==> src/rtl/brdu_pkg.sv <==
package brdu_pkg;

  typedef enum logic [2:0] {
    COND_NONE   = 3'd0,
    COND_C_CLR  = 3'd1,
    COND_C_SET  = 3'd2,
    COND_Z_SET  = 3'd3,
    COND_S_GE   = 3'd4,
    COND_S_GT   = 3'd5,
    COND_U_HI   = 3'd6
  } cond_e;

  typedef struct packed {
    logic n;
    logic z;
    logic v;
    logic c;
  } flags_t;

  localparam logic [7:0] OP_U_HI  = 8'h22;
  localparam logic [7:0] OP_C_CLR = 8'h24;
  localparam logic [7:0] OP_C_SET = 8'h25;
  localparam logic [7:0] OP_Z_SET = 8'h27;
  localparam logic [7:0] OP_S_GE  = 8'h2C;
  localparam logic [7:0] OP_S_GT  = 8'h2E;

endpackage

==> src/rtl/brdu_rst_sync.sv <==
module brdu_rst_sync #(
  parameter int STAGES = 2
) (
  input  logic clk,
  input  logic rst_n,
  output logic srst_n
);
  logic [STAGES-1:0] sync_q;

  generate
    if (STAGES == 1) begin : g_single
      always_ff @(posedge clk or negedge rst_n) begin
        if (!rst_n) sync_q <= '0;
        else        sync_q <= 1'b1;
      end
    end else begin : g_chain
      always_ff @(posedge clk or negedge rst_n) begin
        if (!rst_n) sync_q <= '0;
        else        sync_q <= {sync_q[STAGES-2:0], 1'b1};
      end
    end
  endgenerate

  assign srst_n = sync_q[STAGES-1];
endmodule

==> src/rtl/brdu_cond_decode.sv <==
module brdu_cond_decode
  import brdu_pkg::*;
(
  input  logic [7:0] opcode,
  output cond_e      cond,
  output logic       legal
);
  always_comb begin
    cond  = COND_NONE;
    legal = 1'b1;
    unique case (opcode)
      OP_U_HI:  cond = COND_U_HI;
      OP_C_CLR: cond = COND_C_CLR;
      OP_C_SET: cond = COND_C_SET;
      OP_Z_SET: cond = COND_Z_SET;
      OP_S_GE:  cond = COND_S_GE;
      OP_S_GT:  cond = COND_S_GT;
      default: begin
        cond  = COND_NONE;
        legal = 1'b0;
      end
    endcase
  end
endmodule

==> src/rtl/brdu_cond_eval.sv <==
module brdu_cond_eval
  import brdu_pkg::*;
(
  input  cond_e  cond,
  input  flags_t flags,
  output logic   take
);
  logic sgn_lt;

  assign sgn_lt = flags.n ^ flags.v;

  always_comb begin
    unique case (cond)
      COND_C_CLR: take = ~flags.c;
      COND_C_SET: take =  flags.c;
      COND_Z_SET: take =  flags.z;
      COND_S_GE:  take = ~sgn_lt;
      COND_S_GT:  take = ~(flags.z | sgn_lt);
      COND_U_HI:  take = ~(flags.c | flags.z);
      default:    take = 1'b0;
    endcase
  end
endmodule

==> src/rtl/brdu_target_calc.sv <==
module brdu_target_calc #(
  parameter int ADDR_W     = 16,
  parameter int DISP_W     = 8,
  parameter int INSN_BYTES = 2
) (
  input  logic [ADDR_W-1:0] pc,
  input  logic [DISP_W-1:0] disp,
  output logic [ADDR_W-1:0] seq_pc,
  output logic [ADDR_W-1:0] tgt_pc
);
  localparam int EXT_W = ADDR_W - DISP_W;
  localparam logic [ADDR_W-1:0] STEP = ADDR_W'(INSN_BYTES);

  logic [ADDR_W-1:0] disp_ext;

  assign disp_ext = {{EXT_W{disp[DISP_W-1]}}, disp};
  assign seq_pc   = pc + STEP;
  assign tgt_pc   = seq_pc + disp_ext;
endmodule

==> src/rtl/brdu_top.sv <==
module brdu_top
  import brdu_pkg::*;
#(
  parameter int ADDR_W     = 16,
  parameter int DISP_W     = 8,
  parameter int INSN_BYTES = 2,
  parameter int SYNC_STG   = 2
) (
  input  logic              clk,
  input  logic              rst_n,
  input  logic              dec_en,
  input  logic [7:0]        opcode,
  input  logic              flag_n,
  input  logic              flag_z,
  input  logic              flag_v,
  input  logic              flag_c,
  input  logic [DISP_W-1:0] disp,
  input  logic [ADDR_W-1:0] pc,
  output logic              res_vld,
  output logic              taken,
  output logic              illegal,
  output logic [ADDR_W-1:0] next_pc
);
  logic              rst_sync_n;
  cond_e             cond;
  logic              legal;
  logic              take_raw;
  flags_t            flags;
  logic [ADDR_W-1:0] seq_pc;
  logic [ADDR_W-1:0] tgt_pc;

  logic              vld_d;
  logic              taken_d;
  logic              illegal_d;
  logic [ADDR_W-1:0] npc_d;

  assign flags = '{n: flag_n, z: flag_z, v: flag_v, c: flag_c};

  brdu_rst_sync #(.STAGES(SYNC_STG)) rst_sync_i (
    .clk    (clk),
    .rst_n  (rst_n),
    .srst_n (rst_sync_n)
  );

  brdu_cond_decode decode_i (
    .opcode (opcode),
    .cond   (cond),
    .legal  (legal)
  );

  brdu_cond_eval eval_i (
    .cond  (cond),
    .flags (flags),
    .take  (take_raw)
  );

  brdu_target_calc #(
    .ADDR_W     (ADDR_W),
    .DISP_W     (DISP_W),
    .INSN_BYTES (INSN_BYTES)
  ) target_i (
    .pc     (pc),
    .disp   (disp),
    .seq_pc (seq_pc),
    .tgt_pc (tgt_pc)
  );

  // next-state
  always_comb begin
    vld_d     = dec_en;
    taken_d   = taken;
    illegal_d = illegal;
    npc_d     = next_pc;
    if (dec_en) begin
      taken_d   = take_raw & legal;
      illegal_d = ~legal;
      npc_d     = (take_raw & legal) ? tgt_pc : seq_pc;
    end
  end

  // registers
  always_ff @(posedge clk or negedge rst_sync_n) begin
    if (!rst_sync_n) begin
      res_vld <= 1'b0;
      taken   <= 1'b0;
      illegal <= 1'b0;
      next_pc <= '0;
    end else begin
      res_vld <= vld_d;
      if (dec_en) begin
        taken   <= taken_d;
        illegal <= illegal_d;
        next_pc <= npc_d;
      end
    end
  end
endmodule

==> config.mk <==
export PLATFORM = sky130hd
export DESIGN_NAME = brdu_top
export DESIGN_NICKNAME = d
export VERILOG_FILES = /design/src/rtl/brdu_pkg.sv /design/src/rtl/brdu_rst_sync.sv /design/src/rtl/brdu_cond_decode.sv /design/src/rtl/brdu_cond_eval.sv /design/src/rtl/brdu_target_calc.sv /design/src/rtl/brdu_top.sv
export SDC_FILE = /design/constraint.sdc
export NUM_CORES = 1
export LEC_CHECK = 0
export BUFFER_PORTS_ARGS = -buffer_cell sky130_fd_sc_hd__buf_4
export CAP_MARGIN = 40
export CORE_MARGIN = 4
export CORE_UTILIZATION = 47
export CTS_CLUSTER_DIAMETER = 120
export DETAILED_ROUTE_END_ITERATION = 10
export PLACE_DENSITY = 0.86
export SYNTH_ARGS = -nofsm -noshare
export SYNTH_HDL_FRONTEND = slang
export SYNTH_SLANG_ARGS = --single-unit
==> constraint.sdc <==
create_clock -name clk -period 0.8 [get_ports clk]
set_input_delay 0.12 -clock clk [delete_from_list [all_inputs] [get_ports clk]]
set_output_delay 0.12 -clock clk [all_outputs]
set_load 0.05 [all_outputs]
==> results of run 1 <==
## logic make-up after synthesis
family	Yosys count
AND/OR/NAND/NOR	99
AO/OA/AOI/OAI	66
XOR/XNOR	21
flip-flops	21
adder cells (fa/ha/maj)	17
buffers and inverters	16
multiplexers	4
other	1
## synthesized netlist by cell type, drive strengths merged, types with 2 or more instances
| cell type | count |
|---|---|
| a211oi | 4 |
| a21o | 6 |
| a21oi | 18 |
| a31oi | 10 |
| and3 | 6 |
| buf | 2 |
| clkbuf | 5 |
| dfrtp | 21 |
| ha | 16 |
| inv | 9 |
| mux2i | 3 |
| nand2 | 28 |
| nand2b | 2 |
| nand3 | 13 |
| nand3b | 2 |
| nand4 | 7 |
| nor2 | 21 |
| nor2b | 4 |
| nor3 | 6 |
| nor4 | 2 |
| o211ai | 2 |
| o21a | 2 |
| o21ai | 11 |
| o21bai | 2 |
| o221ai | 2 |
| o22ai | 2 |
| o31ai | 2 |
| or3 | 2 |
| xnor2 | 13 |
| xor2 | 8 |
## per-stage QoR
stage | worst slack, ns | utilization (%) | instance area (um^2)
2_1_floorplan | -1.51 | - | 2050
3_3_place_gp | -1.62 | 77.2 | 3110
3_5_place_dp | -1.81 | 77.2 | 3110
4_1_cts | -1.42 | 89.8 | 3620
## what timing repair did
item | 4_1_cts
setup buffers | 14
pin swaps | 39
endpoints found under the hold margin | 2
setup endpoints to repair | 37
hold buffers | 1
gates resized for setup | 82
==> impl_metrics.yaml, run 1 <==
logic_synthesis:
  synth_async_sr_flop_share_pct: 100
  synth_cell_types: 48
  synth-compound-area-share_pct: 21.6
  synth_mux_area_share_pct: 2.10
  synth_xor_area_share_pct: 9.36
  syn-mean-instance-area_um2: 8.02
  synth_edf_count: 0
  synth_area_um2: 1970
  synthTopCellsByArea: "dfrtp_1 27%, ha_1 10%, xnor2_1 5.8%, nand2_1 5.3%, a21oi_1 4.6%"
  synth_cells: 245
  synth_seq_area_share_pct: 26.7
  synth-seq-cells: 21
  synth-simple-area-share_pct: 25.5
  synth_top_cell_by_area: "dfrtp_1"
  synthFlopType: "dfrtp_1"
  synth_top_family_by_area: "simple AND/OR/NAND/NOR gates"
  synthAdderAreaFrac_pct: 11.2
  ys.warnings.count: 0
  netlist.area_leader.share_pct: 26.7
  syn-num-nets: 301
run_status:
  haltStage: "global routing (5_1_grt)"
  firstError: "[ERROR DPL-0038] Utilization greater than 100%, impossible to legalize"
  outcome: "did not finish"
die:
  dieHeight_um: 72.7
  die_w_um: 72.7
  ios: 58
  fp-row-count: 23
  initial_core_util_pct: 48.8
clocking:
  numCtsBuffers: 3
  root_buffer: "clkbuf_8"
  htreeDepth: 1
  cts.sinks: 21
  clock_path_buffers: 2
placement:
  dp_hpwl_um: 5440
  place_congestion: 0.981
  port_buffers: 57
  dpl.cell_count: 426
sta:
  crit_endpoint: "next_pc[12]$_DFFE_PN0P_/D"
  worst_endpoint_kind: "register input"
global_routing:
  grt_max_degree: 20
==> run 2: changes to the inputs <==
- CORE_UTILIZATION: 47 -> 40
- CTS_CLUSTER_DIAMETER: 120 -> default
- PLACE_DENSITY: 0.86 -> default
- PLACE_DENSITY_LB_ADDON: default -> 0.15
- clock period: 0.8 -> 1.04 ns (I/O delays scaled with it)
==> run 2 against run 1 <==
  * The flow now finishes, with violations (setup timing)
  * Synthesized area unchanged
  * Synthesized cell count is the same
==> impl_metrics.yaml, run 2 <==
sta:
  hold_violations: 0
  skew_ns: 0.00150
  maxSlewHeadroom_pct: 61.5
  layout_setup_ws_ns: -1.23
  setup_viol_count_final: 17
  finalMaxSlewViolations: 0
  rsz0062_at_grt: "yes"
  worst-slew-pin-transition_ns: 0.573
  fin_tns_setup_ns: -14.29
  max_freq_mhz: 441
  fin_crit_sh_pct: 218
  holdWs_ns: 0.161
  layout_min_cycle_time_ns: 2.27
logic_synthesis:
  synth_top_cell_by_area: "dfrtp_1"
  synthFlopType: "dfrtp_1"
  synth_cell_types: 48
  synth_cells: 245
  netlist.area_leader.share_pct: 26.7
  yosys.cell_count.top_type: "nand2_1"
  synth_area_um2: 1970
  synthTopCellsByArea: "dfrtp_1 27%, ha_1 10%, xnor2_1 5.8%, nand2_1 5.3%, a21oi_1 4.6%"
  synthTopCellsByCount: "28 x nand2_1, 21 x dfrtp_1, 21 x nor2_1"
  ys.warnings.count: 0
  synth_edf_count: 0
  synth_seq_area_share_pct: 26.7
  syn-mean-instance-area_um2: 8.02
  synth_async_sr_flop_share_pct: 100
  synth-seq-cells: 21
  syn-num-nets: 301
finish:
  layout-drive-gt1-share_pct: 53.3
  nNetsFinal: 449
  fillers: 357
  layout_common_cells: "127 x buf_4, 22 x nand2_1, 21 x dfrtp_1, 20 x buf_6, 17 x nor2_1"
  antennaDiodeCount: 0
  final_cell_area_um2: 3660
  syn2layout_area_growth_pct: 86.4
  top_regs: "next_pc (16), rst_sync_i.sync_q (2)"
  multiInputGateArea_um2: 1750
  largest_register_ffs: 16
  largest-register: "next_pc"
  mostFrequentLayoutCell: "buf_4"
  register_area_um2: 526
clocking:
  clk_pin_slew_ns: 0.07
  root_buffer: "clkbuf_8"
  clock_path_buffers: 2
  clock_latency_ns: 0.25
  cts.sinks: 21
  cts_tree: "built"
  numCtsBuffers: 3
  htreeDepth: 1
setup_path:
  path_class: "in -> reg"
  cp.arrival_ns: 2.39
  cp_slowest_cell: "mux2i_1"
  r2r_cells: 3
  r2r-start: "next_pc[14]"
  critPathMaxFanout: 4
  critPathCapture: "next_pc[15]"
  rrSetupSlack_ns: 0.09
  cp-start-kind: "primary input"
  cp_common_cell: "buf_4"
  endpoint_kind: "flop"
  cp.required_ns: 1.16
  rr_endpoint: "next_pc[14]"
  crit_chain: "buf_6 -> nand4_1 -> buf_4 -> buf_4 -> nor3_2 -> xor2_1 -> ha_1 -> nand2_1 -> nor2_1 -> o221ai_2 -> o21ai_4 -> mux2i_1 -> nand3_1"
  slowest_delay_ns: 0.25
  setup.worst_path.start: "pc[5]"
power:
  p_comb_share_pct: 57.0
  cellPowerDensity_nw_per_um2: 917
  p_clk_share_pct: 15.2
  switchingPower_mw: 1.28
  switching_share_pct: 38.1
  pwr-share-seq_pct: 27.8
  p_int_mw: 2.08
  ir_drop_mv: 0.444
  p_leak_nw: 1.73
run_status:
  failed_checks: "setup timing"
  outcome: "finished with violations"
die:
  die_w_um: 78.1
  dieHeight_um: 78.1
  ios: 58
  dieArea_um2: 6100
  initial_core_util_pct: 41.3
  core-area_um2: 4750
  fp-row-count: 25
placement:
  place_area_um2: 3090
  place_congestion: 0.927
  port_buffers: 57
  dp_hpwl_um: 4780
  preCtsSetupSlack_ns: -1.51
global_routing:
  track_usage_pct: 21.0
  grt_pass1_vias: 2340
  grt_pass1_wl_um: 10600
  antenna_found_initial: 0
  grt-ovfl-total: 0
  grt_max_degree: 24
drt:
  drt-initial-drc-count: 118
  num_vias: 2423
  drcViolationCount: 0
  wirelength_um: 6580
  avgViaCountPerCell: 5.28
  firstDrtPassIters: 4
  postRouteAntennaNets: 0
  drt-wirelength-per-cell_um: 14.3
hold_path:
  hold_class: "in -> reg"
flow_run:
  maxCapViolCount: 0
[run 2: cell counts after synthesis]
Identical to the previous run, type by type.
[run 2: what timing repair did]
action / in CTS / in global routing
setup buffers: 13 / 6
setup endpoints to repair: 17 / 18
hold buffers: 1 / 0
hold endpoints to repair: 2 / 0
pin swaps: 36 / 28
gates resized for setup: 53 / 27
[run 2: worst min-delay path by stage]
stage	from	end	slack, ns	cells after the start
after global routing	dec_en	res_vld	0.15	1
after floorplan	rst_n	rst_sync_i.sync_q[0]	-0.14	0
after global placement	rst_n	rst_sync_i.sync_q[1]	-0.06	1
after CTS	dec_en	res_vld	0.15	1
after detailed placement	rst_n	rst_sync_i.sync_q[0]	-0.06	1
final	dec_en	res_vld	0.16	1
[run 2: power groups by stage]
stage,combinational [mW],clock [mW],sequential [mW]
detailed placement,1.57,0,0.947
global route,2.05,0.571,0.943
global placement,1.55,0,0.943
finish,1.92,0.511,0.932
CTS,1.78,0.525,0.931
floorplan,0.622,0,1.20
[run 2: cell families (layout without fill, tap and decap cells)]
kind of cell / after synthesis / count (layout) / synth area share (%)
and+or+nand+nor: 99 / 99 / 25.5
muxes: 4 / 4 / 2.10
adders and majority gates: 17 / 17 / 11.2
other: 1 / 1 / 0.191
AOI/OAI and AO/OA: 66 / 66 / 21.6
xor gates and xnor gates: 21 / 21 / 9.36
DFF: 21 / 21 / 26.7
buffers and inverters: 16 / 163 / 3.31
[run 2: area by class of cell]
cell class                 count  share of cell area (%)
multi-input combinational    208                    47.8
tap                           67                    2.29
clock buffer                   4                    1.23
timing repair buffer         150                    33.4
inverter                       9                   0.922
sequential                    21                    14.3
[run 2: routing by layer]
layer	track usage, %	vias up	wire length [um]
met5	0	-	0
met4	4.72	0	93
met3	2.06	10	378
met2	38.3	82	3320
met1	26.8	1137	2780
li1	-	1194	-
[run 2: critical path, delay by kind of cell]
kind	cells	cell delay, ns
multiplexers	1	0.25
adder cells (fa/ha/maj)	1	0.24
XOR/XNOR	1	0.24
buffers and inverters	3	0.44
AO/OA/AOI/OAI	2	0.30
AND/OR/NAND/NOR	5	0.76
[run 2: metrics by stage]
step                util, %  total power, mW  cells
floorplan                 -             1.82    245
global placement       65.0             2.49    436
detailed placement     65.0             2.52    436
CTS                    73.4             3.23    454
global route           77.1             3.56    459
finish                 77.1             3.36    459
Note: power is estimated with default switching activity, not from simulation.
